[config.mk]
export PLATFORM = sky130hd
export DESIGN_NAME = cfgw_loader
export DESIGN_NICKNAME = d
export VERILOG_FILES = /design/src/rtl/cfgw_pkg.sv /design/src/rtl/cfgw_seq.sv /design/src/rtl/cfgw_assembler.sv /design/src/rtl/cfgw_vector.sv /design/src/rtl/cfgw_loader.sv
export SDC_FILE = /design/constraint.sdc
export NUM_CORES = 1
export LEC_CHECK = 0
export ABC_CLOCK_PERIOD_IN_PS = 4100
export BUFFER_PORTS_ARGS = -buffer_cell sky130_fd_sc_hd__buf_2
export CELL_PAD_IN_SITES_DETAIL_PLACEMENT = 1
export CELL_PAD_IN_SITES_GLOBAL_PLACEMENT = 2
export CORE_AREA = 2 2 152 154
export CTS_BUF_LIST = sky130_fd_sc_hd__clkbuf_16
export CTS_CLUSTER_DIAMETER = 40
export DETAILED_ROUTE_END_ITERATION = 8
export DIE_AREA = 0 0 154 156
export PLACE_DENSITY_LB_ADDON = 0.1
export SLEW_MARGIN = 10
export SYNTH_ARGS = -nofsm -noshare
export SYNTH_HDL_FRONTEND = slang
export SYNTH_SLANG_ARGS = --single-unit
[constraint.sdc]
create_clock -name clk -period 4.1 [get_ports clk]
set_clock_uncertainty 0.2 [all_clocks]
set_input_delay 0 -clock clk [delete_from_list [all_inputs] [get_ports clk]]
set_output_delay 0 -clock clk [all_outputs]
set_load 0.005 [all_outputs]
[src/rtl/cfgw_pkg.sv]
// Shared types and constants for the reset configuration word loader.
package cfgw_pkg;
    localparam int BYTE_W = 8;

    typedef enum logic {
        SEQ_FETCH    = 1'b0,
        SEQ_FINISHED = 1'b1
    } seq_state_e;
endpackage

[src/rtl/cfgw_seq.sv]
// Read sequencer: issues TOTAL reads at addresses 0, STRIDE, 2*STRIDE ...
// Assumes the device answers each request with one rd_valid cycle.
// After the last read it raises done for one cycle and parks.
module cfgw_seq
    import cfgw_pkg::*;
#(
    parameter int TOTAL  = 32,
    parameter int ADDR_W = 32,
    parameter int STRIDE = 8,
    localparam int IDX_W = $clog2(TOTAL)
) (
    input  logic              clk,
    input  logic              rst_n,
    input  logic              rd_valid,
    output logic              rd_req,
    output logic [ADDR_W-1:0] rd_addr,
    output logic              cap_en,
    output logic [IDX_W-1:0]  cap_idx,
    output logic              cap_last,
    output logic              done
);
    seq_state_e       state_q;
    logic [IDX_W-1:0] idx_q;
    logic             done_q;

    // Combinational request, address and capture strobes
    always_comb begin
        rd_req   = (state_q == SEQ_FETCH);
        rd_addr  = ADDR_W'(idx_q) * ADDR_W'(STRIDE);
        cap_en   = rd_req && rd_valid;
        cap_idx  = idx_q;
        cap_last = (idx_q == IDX_W'(TOTAL - 1));
        done     = done_q;
    end

    // Advance the read index on each accepted byte; finish after the last one
    always_ff @(posedge clk) begin
        if (!rst_n) begin
            state_q <= SEQ_FETCH;
            idx_q   <= '0;
            done_q  <= 1'b0;
        end else begin
            done_q <= 1'b0;
            if (cap_en) begin
                if (cap_last) begin
                    state_q <= SEQ_FINISHED;
                    done_q  <= 1'b1;
                end else begin
                    idx_q <= idx_q + 1'b1;
                end
            end
        end
    end


    addr_hold_chk: assert property (@(posedge clk) disable iff (!rst_n)
        (rd_req && !rd_valid) |=> (rd_addr == $past(rd_addr)));

    addr_stride_chk: assert property (@(posedge clk) disable iff (!rst_n)
        (cap_en && !cap_last) |=> (rd_addr == $past(rd_addr) + ADDR_W'(STRIDE)));

    done_pulse_chk: assert property (@(posedge clk) disable iff (!rst_n)
        done |=> !done);

    done_cause_chk: assert property (@(posedge clk) disable iff (!rst_n)
        done |-> ($past(rd_valid) && !rd_req));

    req_parked_chk: assert property (@(posedge clk) disable iff (!rst_n)
        !rd_req |=> !rd_req);
endmodule

[src/rtl/cfgw_assembler.sv]
// Word assembler: places each captured lane-0 byte into its word slot,
// earliest byte of a group in the most significant position.
// Assumes capture indices arrive in order; words stay hidden (zero) until published.
module cfgw_assembler
    import cfgw_pkg::*;
#(
    parameter int NUM_WORDS      = 8,
    parameter int BYTES_PER_WORD = 4,
    parameter int BUS_W          = 64,
    localparam int WORD_W = BYTES_PER_WORD * BYTE_W,
    localparam int TOTAL  = NUM_WORDS * BYTES_PER_WORD,
    localparam int IDX_W  = $clog2(TOTAL),
    localparam int BSEL_W = $clog2(BYTES_PER_WORD)
) (
    input  logic                        clk,
    input  logic                        rst_n,
    input  logic                        cap_en,
    input  logic [IDX_W-1:0]            cap_idx,
    input  logic                        cap_last,
    input  logic [BUS_W-1:0]            bus_data,
    output logic [NUM_WORDS*WORD_W-1:0] words,
    output logic                        published
);
    logic [BYTE_W-1:0]             lane_byte;
    logic [BSEL_W-1:0]             byte_pos;
    logic [IDX_W-BSEL_W-1:0]       word_sel;
    logic [NUM_WORDS*WORD_W-1:0]   raw_q;
    logic                          pub_q;

    // Extract lane 0 and split the index into word and byte position
    always_comb begin
        lane_byte = bus_data[BUS_W-1 -: BYTE_W];
        byte_pos  = cap_idx[BSEL_W-1:0];
        word_sel  = cap_idx[IDX_W-1:BSEL_W];
    end

    for (genvar w = 0; w < NUM_WORDS; w++) begin : g_word
        // Store the captured byte in this word, MSB-first by byte position
        always_ff @(posedge clk) begin
            if (!rst_n) begin
                raw_q[w*WORD_W +: WORD_W] <= '0;
            end else if (cap_en && (word_sel == (IDX_W-BSEL_W)'(w))) begin
                raw_q[w*WORD_W + (BYTES_PER_WORD-1-int'(byte_pos))*BYTE_W +: BYTE_W] <= lane_byte;
            end
        end
    end

    // Publish all words together once the final byte is stored
    always_ff @(posedge clk) begin
        if (!rst_n)                 pub_q <= 1'b0;
        else if (cap_en && cap_last) pub_q <= 1'b1;
    end

    // Gate outputs until publication
    always_comb begin
        words     = pub_q ? raw_q : '0;
        published = pub_q;
    end


    no_capture_after_pub_chk: assert property (@(posedge clk) disable iff (!rst_n)
        published |-> !cap_en);

    words_frozen_chk: assert property (@(posedge clk) disable iff (!rst_n)
        (published && $past(published)) |-> $stable(words));
endmodule

[src/rtl/cfgw_vector.sv]
// Reset vector select: chooses the low or high exception base from the
// core-prefix bit of the master word and adds the reset offset.
// Assumes master_word is already zero while not published.
module cfgw_vector #(
    parameter int          WORD_W     = 32,
    parameter int          PREFIX_BIT = 20,
    parameter logic [31:0] HIGH_BASE  = 32'hFFF0_0000,
    parameter logic [31:0] VEC_OFFSET = 32'h0000_0100
) (
    input  logic [WORD_W-1:0] master_word,
    input  logic              published,
    output logic [31:0]       reset_vector
);
    // Select base and apply offset once the words are published
    always_comb begin
        if (!published)                   reset_vector = '0;
        else if (master_word[PREFIX_BIT]) reset_vector = HIGH_BASE + VEC_OFFSET;
        else                              reset_vector = VEC_OFFSET;
    end
endmodule

[src/rtl/cfgw_loader.sv]
// Reset configuration word loader top: sequences 32 strided byte reads,
// assembles master and slave words and derives the reset vector.
// Assumes a boot device that answers each held request with one valid cycle.
module cfgw_loader
    import cfgw_pkg::*;
#(
    parameter int          NUM_WORDS      = 8,
    parameter int          BYTES_PER_WORD = 4,
    parameter int          ADDR_W         = 32,
    parameter int          ADDR_STRIDE    = 8,
    parameter int          BUS_W          = 64,
    parameter int          PREFIX_BIT     = 20,
    parameter logic [31:0] HIGH_BASE      = 32'hFFF0_0000,
    parameter logic [31:0] VEC_OFFSET     = 32'h0000_0100,
    localparam int WORD_W = BYTES_PER_WORD * BYTE_W,
    localparam int TOTAL  = NUM_WORDS * BYTES_PER_WORD,
    localparam int IDX_W  = $clog2(TOTAL)
) (
    input  logic                            clk,
    input  logic                            rst_n,
    output logic                            rd_req,
    output logic [ADDR_W-1:0]               rd_addr,
    input  logic                            rd_valid,
    input  logic [BUS_W-1:0]                rd_data,
    output logic [WORD_W-1:0]               master_word,
    output logic [(NUM_WORDS-1)*WORD_W-1:0] slave_words,
    output logic [NUM_WORDS-2:0]            slave_valid,
    output logic                            done,
    output logic [31:0]                     reset_vector
);
    logic                        cap_en;
    logic [IDX_W-1:0]            cap_idx;
    logic                        cap_last;
    logic [NUM_WORDS*WORD_W-1:0] words;
    logic                        published;

    cfgw_seq #(
        .TOTAL (TOTAL),
        .ADDR_W(ADDR_W),
        .STRIDE(ADDR_STRIDE)
    ) seq_i (
        .clk     (clk),
        .rst_n   (rst_n),
        .rd_valid(rd_valid),
        .rd_req  (rd_req),
        .rd_addr (rd_addr),
        .cap_en  (cap_en),
        .cap_idx (cap_idx),
        .cap_last(cap_last),
        .done    (done)
    );

    cfgw_assembler #(
        .NUM_WORDS     (NUM_WORDS),
        .BYTES_PER_WORD(BYTES_PER_WORD),
        .BUS_W         (BUS_W)
    ) asm_i (
        .clk      (clk),
        .rst_n    (rst_n),
        .cap_en   (cap_en),
        .cap_idx  (cap_idx),
        .cap_last (cap_last),
        .bus_data (rd_data),
        .words    (words),
        .published(published)
    );

    cfgw_vector #(
        .WORD_W    (WORD_W),
        .PREFIX_BIT(PREFIX_BIT),
        .HIGH_BASE (HIGH_BASE),
        .VEC_OFFSET(VEC_OFFSET)
    ) vec_i (
        .master_word (master_word),
        .published   (published),
        .reset_vector(reset_vector)
    );

    // Split the word array into master and slave outputs
    always_comb begin
        master_word = words[WORD_W-1:0];
        slave_words = words[NUM_WORDS*WORD_W-1:WORD_W];
        slave_valid = {(NUM_WORDS-1){published}};
    end


    hidden_until_done_chk: assert property (@(posedge clk) disable iff (!rst_n)
        rd_req |-> (reset_vector == '0 && master_word == '0));

    valid_with_done_chk: assert property (@(posedge clk) disable iff (!rst_n)
        done |-> (slave_valid == '1));
endmodule

==> results of run 1 <==
stage by stage:
step	hold slack [ps]	cells
after floorplan	-78.29	664
after global placement	160.2	644
after detailed placement	152.4	644
after CTS	299.9	650
after global routing	342.2	650
final	291.6	650
path summary, 6_finish.rpt:
check / startpoint / end / cells past startpoint
max: seq_i.cap_idx[0]$_SDFFE_PN0P_ / seq_i.cap_idx[3]$_SDFFE_PN0P_ / 6
min reg2reg: seq_i.cap_idx[3]$_SDFFE_PN0P_ / seq_i.cap_idx[3]$_SDFFE_PN0P_ / 2
min: seq_i.cap_idx[3]$_SDFFE_PN0P_ / seq_i.cap_idx[3]$_SDFFE_PN0P_ / 2
max reg2reg: seq_i.cap_idx[0]$_SDFFE_PN0P_ / seq_i.cap_idx[3]$_SDFFE_PN0P_ / 6
routing by layer:
layer  track usage  up-vias  wire length [microns]
met5             0        -                      0
met4       0.01202        0                     45
met3      0.006944        2                    595
met2       0.05338      160                   2543
met1       0.01884      480                    932
li1              -      458                      -
placed cells by master, fill, tap and decap left out:
cell                            netlist  routed
sky130_fd_sc_hd__conb_1               1     314
sky130_fd_sc_hd__buf_2                0      17
sky130_fd_sc_hd__dfxtp_1              7       7
sky130_fd_sc_hd__mux2i_1              4       4
sky130_fd_sc_hd__nand2_1              3       3
sky130_fd_sc_hd__clkbuf_16            0       3
sky130_fd_sc_hd__inv_1                1       2
sky130_fd_sc_hd__nor2b_1              2       2
sky130_fd_sc_hd__nand2b_1             2       2
sky130_fd_sc_hd__ha_1                 2       2
sky130_fd_sc_hd__dlygate4sd3_1        0       2
sky130_fd_sc_hd__and4_1               1       1
sky130_fd_sc_hd__nor3b_4              1       1
sky130_fd_sc_hd__a21o_2               1       1
sky130_fd_sc_hd__nand4_1              1       1
sky130_fd_sc_hd__xor2_1               1       1
sky130_fd_sc_hd__and2_1               1       1
sky130_fd_sc_hd__and3_1               1       1
report_power, final:
group	switching [uW]	internal (uW)	leakage [uW]
Clock	35.8	127	0.0000423
Combinational	82.9	7.65	0.00121
Sequential	2.52	70.7	0.0000568
Total	121	205	0.00131
worst max-delay path: stages (launching register included):
cell,delay (ps)
sky130_fd_sc_hd__dfxtp_1,340
sky130_fd_sc_hd__ha_1,220
sky130_fd_sc_hd__and3_1,190
sky130_fd_sc_hd__ha_1,210
sky130_fd_sc_hd__nor3b_4,320
sky130_fd_sc_hd__nand4_1,180
sky130_fd_sc_hd__mux2i_1,140
cells by family after synthesis:
group,share of synthesized area
buffers and inverters,0.8868
other,0.001374
adder cells (fa/ha/maj),0.009164
multiplexers,0.01467
flip-flops,0.05133
XOR/XNOR,0.003209
AND/OR/NAND/NOR,0.03025
AO/OA/AOI/OAI,0.003209
final cells by class:
cell class / instances / area (sq um) / area share
multi-input cells: 334 / 1344 / 0.6626
well taps: 285 / 356.6 / 0.1758
flip-flops and latches: 7 / 140.1 / 0.06909
repair buffers: 19 / 105.1 / 0.05182
clock buffers: 3 / 75.07 / 0.03701
clock inverters: 1 / 3.754 / 0.001851
inverters: 1 / 3.754 / 0.001851
sequential cells by signal, summed over array words and instances, names as in the netlist:
signal	count
seq_i.state_q	1
seq_i.done	1
seq_i.cap_idx	5
==> flow_metrics.tcl, run 1 <==
set metrics [dict create \
    portion_of_the_post_synthesis_area_used_by_sequential_elements 0.05133 \
    critPathMaxFanout 5 \
    wl_per_cell_microns 6.334 \
    place.port_buffers 17 \
    report.final.hold_viol_count 0 \
    critPathKind "flop to flop" \
    insertedDiodeCount 0 \
    layout_min_cycle_time_ps 1913 \
    drv_cap 0 \
    cts.sink_count 7 \
    synth.cell_area_sq_mm 0.002730 \
    synthFlopType "sky130_fd_sc_hd__dfxtp_1" \
    worst_skew_pair_later_pin_latency_ps 230 \
    rrSetupSlack_ps 2190 \
    grt_pass1_wl_mm 4.291 \
    post_cts_resize_count 0 \
    max_freq_ghz 0.5226 \
    clkSlewWorstSetupHoldPaths_ps 40 \
    ys_top_cells_by_count "sky130_fd_sc_hd__buf_4, sky130_fd_sc_hd__dfxtp_1, sky130_fd_sc_hd__mux2i_1" \
    setup_repair_after_global_routing_missed_its_margin "no" \
    globalRouteOverflowTotal 0 \
    floorplan.core_area_sq_mm 0.02237 \
    post_synthesis_cells 351 \
    initial_utilization 0.1221 \
    grt_pass1_vias 693 \
    design.final.nets 435 \
    cts_setup_buffers 0 \
    clock_tree.root_cell "sky130_fd_sc_hd__clkbuf_16" \
    setup-violations-final 0 \
    synth.largest_area_cell "sky130_fd_sc_hd__buf_4" \
    vias_per_cell 1.692 \
    ant_nets 0 \
    preCtsSetupSlack_ps 2149 \
    ratio_of_total_power_to_cell_area_mw_per_mm2 160.9 \
    critPathRequiredTime_ps 4020 \
    tritoncts.num_buffers 3 \
    power.static_leakage_uw 0.001309 \
    via_count 1100 \
    pin_count_of_the_biggest_net_entering_global_routing 12 \
    dieArea_sq_mm 0.02402 \
    dieHeight_microns 156 \
    synthArstFlopShare 0 \
    hold_class "flop to flop" \
    yosys.cell_types.count 16 \
    final_gp_congestion 0.5589 \
    die_w_microns 154 \
    design_power_total_uw 326.3 \
    yosys.cell_count.top_type "sky130_fd_sc_hd__buf_4" \
    tritoncts "yes" \
    synth_top_area_share 0.8854 \
    vdd_ir_drop_max_mv 0.06355 \
    drv_slew 0 \
    setup_total_negative_slack_ps 0 \
    worst_setup_path_end_kind "flop" \
    outcome "finished clean" \
    yosysWarnings 1256 \
    layout_cell_share_with_drive_strength_beyond_1 0.06027 \
    post-route-period-util 0.4667 \
    finalInstanceArea_sq_mm 0.002028 \
    htree_num_levels 1 \
    grt_antenna_before_repair 0 \
    timing.critical_path.arrival_ps 1830 \
    drt-total-wl_mm 4.117 \
    std_cell_rows 55 \
    critPathLaunchType "flop" \
    drt-pass1-iter-count 3 \
    synth_edf_count 0 \
    clock_path_buffers 2 \
    placed_area_sq_mm 0.001929 \
    cts_hold_buffers_added 2 \
    dpl.hpwl_mm 3.902 \
    nFillCells 2778 \
    final_util 0.09069 \
    grt_use_total 0.02439 \
    ys_top_cells_by_area "sky130_fd_sc_hd__buf_4, sky130_fd_sc_hd__dfxtp_1, sky130_fd_sc_hd__mux2i_1" \
    area_growth_pct -25.71 \
    synthesized_area_per_cell_sq_um 7.778 \
    register_bit_total_from_synthesis 7 \
    setup_ws_ps 2187 \
    drc 0 \
    drtIter0Drc 3 \
    io_pins 396 \
]
(Power assumes the default switching activity.)
==> run 2, diff against run 1 <==
--- a/config.mk
+++ b/config.mk
@@ -5,15 +5,14 @@
 export SDC_FILE = /design/constraint.sdc
 export NUM_CORES = 1
 export LEC_CHECK = 0
-export ABC_CLOCK_PERIOD_IN_PS = 4100
+export ABC_CLOCK_PERIOD_IN_PS = 1660
 export BUFFER_PORTS_ARGS = -buffer_cell sky130_fd_sc_hd__buf_2
 export CELL_PAD_IN_SITES_DETAIL_PLACEMENT = 1
 export CELL_PAD_IN_SITES_GLOBAL_PLACEMENT = 2
-export CORE_AREA = 2 2 152 154
+export CORE_UTILIZATION = 12
 export CTS_BUF_LIST = sky130_fd_sc_hd__clkbuf_16
 export CTS_CLUSTER_DIAMETER = 40
 export DETAILED_ROUTE_END_ITERATION = 8
-export DIE_AREA = 0 0 154 156
 export PLACE_DENSITY_LB_ADDON = 0.1
 export SLEW_MARGIN = 10
 export SYNTH_ARGS = -nofsm -noshare
==> constraint.sdc (replaced) <==
create_clock -name clk -period 1.66 [get_ports clk]
set_clock_uncertainty 0.2 [all_clocks]
set_input_delay 0 -clock clk [delete_from_list [all_inputs] [get_ports clk]]
set_output_delay 0 -clock clk [all_outputs]
set_load 0.005 [all_outputs]
==> flow_metrics.tcl, run 2 (same netlist as run 1, synthesis figures left out) <==
set metrics [dict create \
    outcome "finished with violations" \
    violations "negative setup slack" \
    initial_utilization 0.1236 \
    grt_pass1_wl_mm 4.581 \
    setup_total_negative_slack_ps -137.3 \
    design.final.nets 442 \
    grt_use_total 0.02630 \
    insertedDiodeCount 0 \
    layout_cell_share_with_drive_strength_beyond_1 0.09140 \
    drt-pass1-iter-count 4 \
    grt_antenna_before_repair 0 \
    critPathRequiredTime_ps 1570 \
    layout_min_cycle_time_ps 1720 \
    drv_slew 0 \
    post-route-period-util 1.036 \
    io_pins 396 \
    htree_num_levels 1 \
    clock_path_buffers 2 \
    nFillCells 2770 \
    tritoncts.num_buffers 3 \
    wl_per_cell_microns 5.934 \
    place.port_buffers 17 \
    drc 0 \
    setup_ws_ps -60.16 \
    drv_cap 0 \
    report.final.hold_viol_count 0 \
    floorplan.core_area_sq_mm 0.02209 \
    drt-total-wl_mm 3.869 \
    grt_pass1_vias 699 \
    critPathKind "flop to flop" \
    area_growth_pct -22.69 \
    clock_tree.root_cell "sky130_fd_sc_hd__clkbuf_16" \
    finalHoldWorstSlack_ps 383.5 \
    dpl.hpwl_mm 3.641 \
    critPathLaunchType "flop" \
    final_gp_congestion 0.5935 \
    tritoncts "yes" \
    layout.cells.most_common_list "sky130_fd_sc_hd__conb_1, sky130_fd_sc_hd__buf_2, sky130_fd_sc_hd__buf_4, sky130_fd_sc_hd__dfxtp_1, sky130_fd_sc_hd__mux2i_1" \
    setup_repair_after_global_routing_missed_its_margin "yes" \
    drtIter0Drc 17 \
    clkSlewWorstSetupHoldPaths_ps 30 \
    mostFrequentLayoutCell "sky130_fd_sc_hd__conb_1" \
    worst_skew_pair_later_pin_latency_ps 230 \
    globalRouteOverflowTotal 0 \
    drt-met1-wl_microns 945 \
    final_util 0.09554 \
    setup-violations-final 4 \
    std_cell_rows 54 \
    cts.sink_count 7 \
    route.met2.wl_mm 2.348 \
    timing.critical_path.arrival_ps 1630 \
    critPathMaxFanout 3 \
    worst_setup_path_end_kind "flop" \
    die_w_microns 152.8 \
    power.static_leakage_uw 0.001340 \
    dieArea_sq_mm 0.02336 \
    largest_reg_flops 5 \
    ratio_of_total_power_to_cell_area_mw_per_mm2 388.4 \
    vdd_ir_drop_max_mv 0.2136 \
    pin_count_of_the_biggest_net_entering_global_routing 12 \
    ant_nets 0 \
    hold_class "flop to flop" \
    dieHeight_microns 152.8 \
    via_count 1139 \
    highest-signal-layer "met4" \
    vias_per_cell 1.747 \
    met3_wirelength_microns 544 \
    max_freq_ghz 0.5813 \
]
run 2: changes by cell type in the layout (fill, tap and decap cells not counted):
cell and change:
sky130_fd_sc_hd__and3_4 +1, sky130_fd_sc_hd__and3_1 -1, sky130_fd_sc_hd__buf_6 +1, sky130_fd_sc_hd__dfxtp_2 +2, sky130_fd_sc_hd__buf_4 +6, sky130_fd_sc_hd__ha_1 -2
sky130_fd_sc_hd__ha_4 +2, sky130_fd_sc_hd__dfxtp_1 -2
run 2: what timing repair did:
action,CTS,global route
hold endpoints to repair,7,0
setup endpoints to repair,5,5
gates resized for setup,3,0
buffers inserted,2,1
pin swaps,2,1
hold buffers,2,0
cloned,0,0
run 2: worst paths after layout:
kind	from	end	slack [ps]	cells past startpoint
worst min-delay path	seq_i.cap_idx[4]$_SDFFE_PN0P_	seq_i.cap_idx[4]$_SDFFE_PN0P_	380	2
worst max register to register	seq_i.cap_idx[1]$_SDFFE_PN0P_	seq_i.cap_idx[1]$_SDFFE_PN0P_	-60	7
worst min register to register	seq_i.cap_idx[4]$_SDFFE_PN0P_	seq_i.cap_idx[4]$_SDFFE_PN0P_	380	2
worst max-delay path	seq_i.cap_idx[1]$_SDFFE_PN0P_	seq_i.cap_idx[1]$_SDFFE_PN0P_	-60	7
run 2: report_power, final:
part / total (uW) / internal (uW) / switching (uW)
sequential: 181 / 176 / 4.91
clock: 395 / 312 / 82.9
combinational: 244 / 33.5 / 211
run 2: critical path: stages, from the launching register on:
cell                      delay, ps
sky130_fd_sc_hd__dfxtp_2        330
sky130_fd_sc_hd__ha_4           160
sky130_fd_sc_hd__and3_4         180
sky130_fd_sc_hd__ha_4           160
sky130_fd_sc_hd__nor3b_4        190
sky130_fd_sc_hd__buf_6          140
sky130_fd_sc_hd__mux2i_1        190
sky130_fd_sc_hd__nor2b_1         60
run 2: final cells by class:
class,count,area [sq um],share of cell area
multi-input cells,334,1374,0.6509
clock inverters,1,3.754,0.001778
repair buffers,26,161.4,0.07647
well taps,280,350.3,0.1660
clock buffers,3,75.07,0.03557
flip-flops and latches,7,142.6,0.06758
inverters,1,3.754,0.001778
run 2: layer usage:
layer	global-route usage	vias up
met5	0	-
met1	0.02126	486
li1	-	472
met2	0.05614	177
met4	0.01010	0
met3	0.009073	4
run 2: per-stage QoR:
| stage | setup slack [ps] | std cells | power [uW] | area, sq um |
|---|---|---|---|---|
| global route | -165.8 | 652 | 884.7 | 2111 |
| floorplan | -46.18 | 664 | 890.4 | 3926 |
| detailed placement | -165.8 | 643 | 379.0 | 1974 |
| global placement | -142.4 | 643 | 379.5 | 1974 |
| CTS | -58.36 | 651 | 798.1 | 2103 |
| finish | -60.16 | 652 | 819.9 | 2111 |
